$ cat src/rtl/mdio_mgmt_pkg.sv
package mdio_mgmt_pkg;

  localparam int IDX_W    = 4;
  localparam int DIV_W    = 7;
  localparam int FRAME_LEN = 64;
  localparam int PRE_LEN  = 32;
  localparam int FIELD_W  = 5;
  localparam int DATA_W   = 16;
  localparam int CSR_AW   = 3;
  localparam int CSR_DW   = 32;
  localparam int TA_POS   = PRE_LEN + 4 + 2 * FIELD_W;
  localparam int DATA_POS = TA_POS + 2;

  typedef enum logic [CSR_AW-1:0] {
    CSR_CFG   = 3'd0,
    CSR_ADDR  = 3'd1,
    CSR_CMD   = 3'd2,
    CSR_WDATA = 3'd3,
    CSR_RDATA = 3'd4,
    CSR_BUSY  = 3'd5
  } csr_sel_e;

  // Divisor selected by the index; all entries even so halves are exact.
  function automatic logic [DIV_W-1:0] mdc_divisor(input logic [IDX_W-1:0] idx);
    logic [DIV_W-1:0] d;
    case (idx)
      4'd0:  d = 7'd4;
      4'd1:  d = 7'd4;
      4'd2:  d = 7'd6;
      4'd3:  d = 7'd8;
      4'd4:  d = 7'd10;
      4'd5:  d = 7'd14;
      4'd6:  d = 7'd20;
      4'd7:  d = 7'd28;
      4'd8:  d = 7'd34;
      4'd9:  d = 7'd42;
      4'd10: d = 7'd50;
      4'd11: d = 7'd58;
      4'd12: d = 7'd66;
      4'd13: d = 7'd74;
      4'd14: d = 7'd82;
      default: d = 7'd98;
    endcase
    return d;
  endfunction

endpackage

$ cat src/rtl/mdio_clk_gen.sv
module mdio_clk_gen
  import mdio_mgmt_pkg::*;
#(
  parameter int SEL_W = IDX_W
) (
  input  logic             clk,
  input  logic             rst_n,
  input  logic             run,
  input  logic [SEL_W-1:0] div_idx,
  output logic             mdc,
  output logic             rise_stb,
  output logic             fall_stb
);

  localparam int HALF_W = DIV_W - 1;

  logic [DIV_W-1:0]  div_full;
  logic [HALF_W-1:0] half_q;
  logic [HALF_W-1:0] cnt_q;
  logic              mdc_q;
  logic              phase_end;

  assign div_full  = mdc_divisor(div_idx);
  assign phase_end = (cnt_q == half_q - 1'b1);

  // The half period is latched while idle so a frame runs at one rate.
  always_ff @(posedge clk or negedge rst_n) begin
    if (!rst_n) begin
      half_q <= HALF_W'(2);
      cnt_q  <= '0;
      mdc_q  <= 1'b0;
    end else if (!run) begin
      half_q <= div_full[DIV_W-1:1];
      cnt_q  <= '0;
      mdc_q  <= 1'b0;
    end else if (phase_end) begin
      cnt_q  <= '0;
      mdc_q  <= ~mdc_q;
    end else begin
      cnt_q  <= cnt_q + 1'b1;
    end
  end

  assign mdc      = mdc_q;
  assign rise_stb = run && phase_end && !mdc_q;
  assign fall_stb = run && phase_end && mdc_q;

endmodule

$ cat src/rtl/mdio_frame_seq.sv
module mdio_frame_seq
  import mdio_mgmt_pkg::*;
#(
  parameter int FLEN = FRAME_LEN,
  parameter int FW   = FIELD_W,
  parameter int DW   = DATA_W
) (
  input  logic          clk,
  input  logic          rst_n,
  input  logic          srst,
  input  logic          launch_wr,
  input  logic          launch_rd,
  input  logic [FW-1:0] phy_addr,
  input  logic [FW-1:0] reg_addr,
  input  logic [DW-1:0] wr_value,
  input  logic          rise_stb,
  input  logic          fall_stb,
  input  logic          mdio_i,
  output logic          busy,
  output logic          mdio_o,
  output logic          mdio_oe,
  output logic          rd_done,
  output logic [DW-1:0] rd_value
);

  localparam int BIT_W = $clog2(FLEN);
  localparam logic [BIT_W-1:0] LAST_BIT = BIT_W'(FLEN - 1);
  localparam logic [BIT_W-1:0] PRE_TA   = BIT_W'(TA_POS - 1);
  localparam logic [BIT_W-1:0] FIRST_D  = BIT_W'(DATA_POS);

  logic [FLEN-1:0]  frame_d;
  logic [FLEN-1:0]  shreg_q;
  logic [BIT_W-1:0] bit_q;
  logic             busy_q;
  logic             is_rd_q;
  logic             out_q;
  logic             oe_q;
  logic             done_q;
  logic [DW-1:0]    cap_q;

  assign frame_d = {{PRE_LEN{1'b1}}, 2'b01,
                    (launch_rd ? 2'b10 : 2'b01),
                    phy_addr, reg_addr, 2'b10,
                    (launch_rd ? {DW{1'b0}} : wr_value)};

  always_ff @(posedge clk or negedge rst_n) begin
    if (!rst_n) begin
      busy_q  <= 1'b0;
      is_rd_q <= 1'b0;
      shreg_q <= '0;
      bit_q   <= '0;
      out_q   <= 1'b0;
      oe_q    <= 1'b0;
      done_q  <= 1'b0;
      cap_q   <= '0;
    end else begin
      done_q <= 1'b0;
      if (srst) begin
        busy_q <= 1'b0;
        oe_q   <= 1'b0;
      end else if (!busy_q && (launch_wr || launch_rd)) begin
        busy_q  <= 1'b1;
        is_rd_q <= launch_rd;
        shreg_q <= frame_d;
        bit_q   <= '0;
        out_q   <= frame_d[FLEN-1];
        oe_q    <= 1'b1;
      end else if (busy_q) begin
        if (rise_stb && is_rd_q && (bit_q >= FIRST_D)) begin
          cap_q <= {cap_q[DW-2:0], mdio_i};
        end
        if (fall_stb) begin
          if (bit_q == LAST_BIT) begin
            busy_q <= 1'b0;
            oe_q   <= 1'b0;
            done_q <= is_rd_q;
          end else begin
            bit_q   <= bit_q + 1'b1;
            shreg_q <= {shreg_q[FLEN-2:0], 1'b0};
            out_q   <= shreg_q[FLEN-2];
            if (is_rd_q && (bit_q == PRE_TA)) begin
              oe_q <= 1'b0;
            end
          end
        end
      end
    end
  end

  assign busy     = busy_q;
  assign mdio_o   = out_q;
  assign mdio_oe  = oe_q;
  assign rd_done  = done_q;
  assign rd_value = cap_q;

endmodule

$ cat src/rtl/mdio_csr_bank.sv
module mdio_csr_bank
  import mdio_mgmt_pkg::*;
#(
  parameter int AW = CSR_AW,
  parameter int DW = CSR_DW,
  parameter int SEL_W = IDX_W,
  parameter int FW = FIELD_W,
  parameter int VW = DATA_W
) (
  input  logic             clk,
  input  logic             rst_n,
  input  logic             csr_we,
  input  logic [AW-1:0]    csr_addr,
  input  logic [DW-1:0]    csr_wdata,
  output logic [DW-1:0]    csr_rdata,
  input  logic             seq_busy,
  input  logic             rd_done,
  input  logic [VW-1:0]    rd_value,
  output logic [SEL_W-1:0] div_idx,
  output logic             srst,
  output logic             launch_wr,
  output logic             launch_rd,
  output logic [FW-1:0]    phy_addr,
  output logic [FW-1:0]    reg_addr,
  output logic [VW-1:0]    wr_value
);

  localparam int SRST_BIT = DW - 1;

  logic [SEL_W-1:0] idx_q;
  logic             srst_q;
  logic [7:0]       phy_q;
  logic [7:0]       reg_q;
  logic             cmd_q;
  logic [VW-1:0]    wdata_q;
  logic [VW-1:0]    rdata_q;
  logic             can_start;
  logic             hit_cfg, hit_addr, hit_cmd, hit_wdata;

  assign hit_cfg   = csr_we && (csr_addr == CSR_CFG);
  assign hit_addr  = csr_we && (csr_addr == CSR_ADDR);
  assign hit_cmd   = csr_we && (csr_addr == CSR_CMD);
  assign hit_wdata = csr_we && (csr_addr == CSR_WDATA);

  assign can_start = !seq_busy && !srst_q;
  assign launch_wr = hit_wdata && can_start;
  assign launch_rd = hit_cmd && csr_wdata[0] && !cmd_q && can_start;

  always_ff @(posedge clk or negedge rst_n) begin
    if (!rst_n) begin
      idx_q   <= '0;
      srst_q  <= 1'b0;
      phy_q   <= '0;
      reg_q   <= '0;
      cmd_q   <= 1'b0;
      wdata_q <= '0;
      rdata_q <= '0;
    end else begin
      if (hit_cfg) begin
        idx_q  <= csr_wdata[SEL_W-1:0];
        srst_q <= csr_wdata[SRST_BIT];
      end
      if (hit_addr) begin
        phy_q <= csr_wdata[15:8];
        reg_q <= csr_wdata[7:0];
      end
      if (hit_cmd) begin
        cmd_q <= csr_wdata[0];
      end
      if (launch_wr) begin
        wdata_q <= csr_wdata[VW-1:0];
      end
      if (rd_done) begin
        rdata_q <= rd_value;
      end
    end
  end

  always_comb begin
    csr_rdata = '0;
    case (csr_addr)
      CSR_CFG:   csr_rdata = {srst_q, {(DW-1-SEL_W){1'b0}}, idx_q};
      CSR_ADDR:  csr_rdata = {{(DW-16){1'b0}}, phy_q, reg_q};
      CSR_CMD:   csr_rdata = {{(DW-1){1'b0}}, cmd_q};
      CSR_WDATA: csr_rdata = {{(DW-VW){1'b0}}, wdata_q};
      CSR_RDATA: csr_rdata = {{(DW-VW){1'b0}}, rdata_q};
      CSR_BUSY:  csr_rdata = {{(DW-1){1'b0}}, seq_busy};
      default:   csr_rdata = '0;
    endcase
  end

  assign div_idx  = idx_q;
  assign srst     = srst_q;
  assign phy_addr = phy_q[FW-1:0];
  assign reg_addr = reg_q[FW-1:0];
  assign wr_value = csr_wdata[VW-1:0];

endmodule

$ cat src/rtl/mdio_mgmt_top.sv
module mdio_mgmt_top
  import mdio_mgmt_pkg::*;
#(
  parameter int AW = CSR_AW,
  parameter int DW = CSR_DW
) (
  input  logic          clk,
  input  logic          rst_n,
  input  logic          csr_we,
  input  logic [AW-1:0] csr_addr,
  input  logic [DW-1:0] csr_wdata,
  output logic [DW-1:0] csr_rdata,
  output logic          mdc,
  output logic          mdio_o,
  output logic          mdio_oe,
  input  logic          mdio_i
);

  logic [IDX_W-1:0]   div_idx;
  logic               cfg_srst;
  logic               launch_wr, launch_rd;
  logic [FIELD_W-1:0] phy_addr, reg_addr;
  logic [DATA_W-1:0]  wr_value, rd_value;
  logic               seq_busy, rd_done;
  logic               rise_stb, fall_stb;

  mdio_csr_bank #(.AW(AW), .DW(DW)) u_csr (
    .clk(clk), .rst_n(rst_n),
    .csr_we(csr_we), .csr_addr(csr_addr), .csr_wdata(csr_wdata), .csr_rdata(csr_rdata),
    .seq_busy(seq_busy), .rd_done(rd_done), .rd_value(rd_value),
    .div_idx(div_idx), .srst(cfg_srst),
    .launch_wr(launch_wr), .launch_rd(launch_rd),
    .phy_addr(phy_addr), .reg_addr(reg_addr), .wr_value(wr_value)
  );

  mdio_clk_gen u_clk (
    .clk(clk), .rst_n(rst_n),
    .run(seq_busy && !cfg_srst), .div_idx(div_idx),
    .mdc(mdc), .rise_stb(rise_stb), .fall_stb(fall_stb)
  );

  mdio_frame_seq u_seq (
    .clk(clk), .rst_n(rst_n), .srst(cfg_srst),
    .launch_wr(launch_wr), .launch_rd(launch_rd),
    .phy_addr(phy_addr), .reg_addr(reg_addr), .wr_value(wr_value),
    .rise_stb(rise_stb), .fall_stb(fall_stb), .mdio_i(mdio_i),
    .busy(seq_busy), .mdio_o(mdio_o), .mdio_oe(mdio_oe),
    .rd_done(rd_done), .rd_value(rd_value)
  );

endmodule

$ cat config.mk
export PLATFORM = sky130hd
export DESIGN_NAME = mdio_mgmt_top
export DESIGN_NICKNAME = d
export VERILOG_FILES = /design/src/rtl/mdio_mgmt_pkg.sv /design/src/rtl/mdio_clk_gen.sv /design/src/rtl/mdio_frame_seq.sv /design/src/rtl/mdio_csr_bank.sv /design/src/rtl/mdio_mgmt_top.sv
export SDC_FILE = /design/constraint.sdc
export NUM_CORES = 1
export LEC_CHECK = 0
export ABC_AREA = 0
export BUFFER_PORTS_ARGS = -buffer_cell sky130_fd_sc_hd__clkbuf_2
export CAP_MARGIN = 0
export CORE_UTILIZATION = 44
export CTS_CLUSTER_SIZE = 14
export DETAILED_ROUTE_END_ITERATION = 6
export GPL_ROUTABILITY_DRIVEN = 0
export GPL_TIMING_DRIVEN = 1
export PLACE_DENSITY = 0.71
export SLEW_MARGIN = 30
export SYNTH_ARGS = -nofsm -noshare
export SYNTH_HDL_FRONTEND = slang
export SYNTH_SLANG_ARGS = --single-unit
$ cat constraint.sdc
create_clock -name clk -period 4.5 [get_ports clk]
set_clock_uncertainty 0.2 [all_clocks]
set_input_delay 0.675 -clock clk [delete_from_list [all_inputs] [get_ports clk]]
set_output_delay 0.675 -clock clk [all_outputs]
set_load 0.02 [all_outputs]
==> summary.md <==
| Metric | Value |
|---|---|
| Setup TNS | 0 ns |
| Routed wire length per instance | between 15 and 20 um |
| CTS max path bufs | 2 |
| Later-pin clock latency in the skew report | 0.42 ns |
| Part of the power in registers | between 40 and 50% |
| HP Class | in2async |
| P per Cell Area | just over 500 nW/um^2 |
| Ys flop type | dfrtp_1 |
| P_leak | approximately 3.6 nW |
| Maxcap violations | 0 |
| Final Setup Violations | 0 |
| Switching part of the total | between 20 and 30% |
| Worst setup margin | 1.25 ns |
| Number of synthesized register bits | about 160 |
| Commonest non-fill, non-tap cell in the layout | dfrtp_1 |
| Max rail drop VDD | 314 uV |
| Final Util | 51.3% |
| Placed Instances | slightly above 900 |
| Post-DP HPWL | approximately 9400 um |
| Num ports | 74 |
| Total Routing Usage GR | roughly a fifth |
| R2R Setup Slk | ~1.3 ns |
| Post-Layout Cell Count | about 940 |
| Crit path kind | reg2reg |
| Critical path arrival | roughly 3.4 ns |
| Final Power | around 4.2 mW |
| Core ar. | around 16000 sq um |
| Crit path max fanout | 47 |
| Slew @ Worst Pin | about 0.8 ns |
| Post-route cell area | between 8000 and 9000 sq um |
| Layout cell share with drive strength beyond 1 | between 20 and 25% |
| Post-Synthesis Cells | just under 700 |
| Global route total overflow | 0 |
| Setup WS pre-CTS | 1.13 ns |
| Initial DRT Pass Iterations | 4 |
| Mapped Area | approximately 7200 sq um |
| Post-CTS sizing | 0 |
| Most frequent cells in the layout | 156 x dfrtp_1, 99 x nand2_1, 53 x nor2_1 |
| Area grow syn2layout | 13.5% |
| Distinct cells, synth | 58 |
| Rows | 46 |
| Vias in the first global route | between 4000 and 5000 |
| R2r worst-path depth | 9 |
| Die width | approximately 130 um |
| Final Hold Vio Count | 0 |
| Critical Path Source Type | flop |
| Initial antenna violation count | 0 |
| Diodes inserted | 0 |
| Total Nets Final | 752 |
| Vias/cell | 5.32 |
| CTS root buffer | clkbuf_16 |
| RR Startpoint | u_clk.half_q[1] |
| Mapped Avg Cell Area | between 10 and 15 sq um |
| Chip height | 130 um |
| Seq/Total Area, Yosys | between 50% and 60% |
| DRT antenna net count | 0 |
| YS warnings | 0 |
| Worst-path clk slew | ~0.06 ns |
| Async SR Flop Fraction | 100% |
| Num CTS Buffers | 17 |
| # hold bufs at CTS | 0 |
| 1st-iter DRT viols | approximately 430 |
| Placed instance area | approximately 7500 sq um |
| RSZ-0062 raised after global routing | no |
| Pin count of the biggest net entering global routing | around 110 |
| P_sw | roughly 1.2 mW |
| Min Hold Slack | 0.110 ns |
| Gate power share | about 17% |
| Internal power | around 3 mW |
| Worst EP required | 4.64 ns |
| Period utilisation layout | just over 70% |
| H-tree Lvls | 4 |
| First-pass GRT wire length | 24000 um |
| Initial Util | ~45% |
| Total number of vias | about 5000 |
| Residual DRC | 0 |
| Number of flops mapped to enable cells by yosys | 0 |
| Fmax | a little over 0.3 GHz |
| Total wire length | between 10000 and 15000 um |
| Slew Limit Fails | 0 |
| Die area | ~17000 sq um |
| Setup Buffers After CTS | 0 |
| Outcome | finished, final reports clean |
| Clk pwr share | 35.9% |
| Slew HR | between 40% and 50% |
| Fin crit period | 3.25 ns |
| R2r endpoint | u_seq.shreg_q[50] |
| CTS tree | done |
| # clock sinks | approximately 160 |
| CP Capture Type | flop |
| Port Buffers | 43 |
[state kept, by name (all words and copies together), names as in the netlist]
register        cells
u_clk.cnt_q         6
u_clk.half_q        6
u_clk.mdc           1
u_csr.cmd_q         1
u_csr.div_idx       4
u_csr.phy_q         8
u_csr.rdata_q      16
u_csr.reg_q         8
u_csr.srst          1
u_csr.wdata_q      16
u_seq.bit_q         6
u_seq.busy          1
u_seq.is_rd_q       1
u_seq.mdio_o        1
u_seq.mdio_oe       1
u_seq.rd_done       1
u_seq.rd_value     16
u_seq.shreg_q      63
[per-layer routing]
| layer | GRT usage, % | vias to the layer above | share of wire (%) |
|---|---|---|---|
| met3 | 5.04 | 17 | 4.4 |
| met2 | 29.8 | 111 | 49 |
| li1 | - | 2386 | - |
| met5 | 0 | - | 0 |
| met1 | 24.7 | 2475 | 46 |
| met4 | 5.95 | 0 | 1.4 |
[power groups by stage]
stage	logic (mW)	clock network, mW	registers, mW
floorplan	0.567	0	1.91
global placement	0.682	0	1.96
detailed placement	0.722	0	1.98
CTS	0.729	1.53	1.96
global route	0.818	1.59	2.00
finish	0.720	1.51	1.96
[cell type report]
| cell class | count | area (sq um) |
|---|---|---|
| clock buffer | 20 | 467 |
| clock inverter | 12 | 158 |
| fill | 1411 | 7730 |
| inverter | 7 | 26.3 |
| multi-input combinational | 471 | 2960 |
| sequential | 157 | 3930 |
| tap | 216 | 270 |
| timing repair buffer | 55 | 340 |
[logic make-up after synthesis]
kind of cell,synth area share (%)
muxes,13.9
other,0.0522
buffers and inverters,5.07
xor gates and xnor gates,1.46
AOI/OAI and AO/OA,9.55
DFF,54.7
and+or+nand+nor,14.6
adders and majority gates,0.697
[worst max-delay path by stage]
stage	slack (ns)	end	start	depth (start not counted)
3_3_place_gp	1.25	u_seq.shreg_q[17]	csr_addr[0]	8
6_report	1.25	u_seq.shreg_q[50]	u_clk.half_q[1]	9
3_5_place_dp	1.13	u_seq.shreg_q[54]	csr_addr[0]	8
5_1_grt	1.04	u_seq.shreg_q[36]	u_clk.half_q[1]	9
4_1_cts	1.23	u_seq.shreg_q[50]	u_clk.half_q[1]	9
2_1_floorplan	1.59	csr_rdata[10]	csr_addr[2]	5
[synth_stat cells, drive strengths merged (2+ instances only)]
| cell type | instances | area share, % |
|---|---|---|
| nand3 | 8 | 0.80 |
| nand2 | 101 | 5.3 |
| and3 | 3 | 0.26 |
| a21oi | 41 | 2.9 |
| nor3 | 38 | 2.8 |
| o31ai | 2 | 0.40 |
| or3 | 2 | 0.17 |
| mux2i | 41 | 5.7 |
| nor2 | 54 | 2.9 |
| inv | 7 | 0.37 |
| nand2b | 2 | 0.17 |
| nor4b | 2 | 0.24 |
| o21ai | 53 | 3.7 |
| a31oi | 6 | 0.52 |
| o211ai | 2 | 0.28 |
| clkbuf | 23 | 1.2 |
| dfrtp | 156 | 54 |
| nor3b | 3 | 0.31 |
| buf | 33 | 3.5 |
| ha | 4 | 0.70 |
| xnor2 | 6 | 0.73 |
| xor2 | 6 | 0.73 |
| or4 | 3 | 0.37 |
| nor2b | 4 | 0.35 |
| nor4 | 3 | 0.35 |
| o2111ai | 2 | 0.24 |
| mux2 | 52 | 8.2 |
| a31o | 4 | 0.49 |
[critical path, cell delays in order (launching register included)]
cell and delay [ns]:
dfstp_2 0.56, inv_1 0.05, ha_1 0.21, nor2b_1 0.13, or3_1 0.37, a31oi_1 0.26, and3_4 0.68, buf_4 0.44
nor3_1 0.09, a21oi_1 0.14
(Power assumes the default switching activity.)
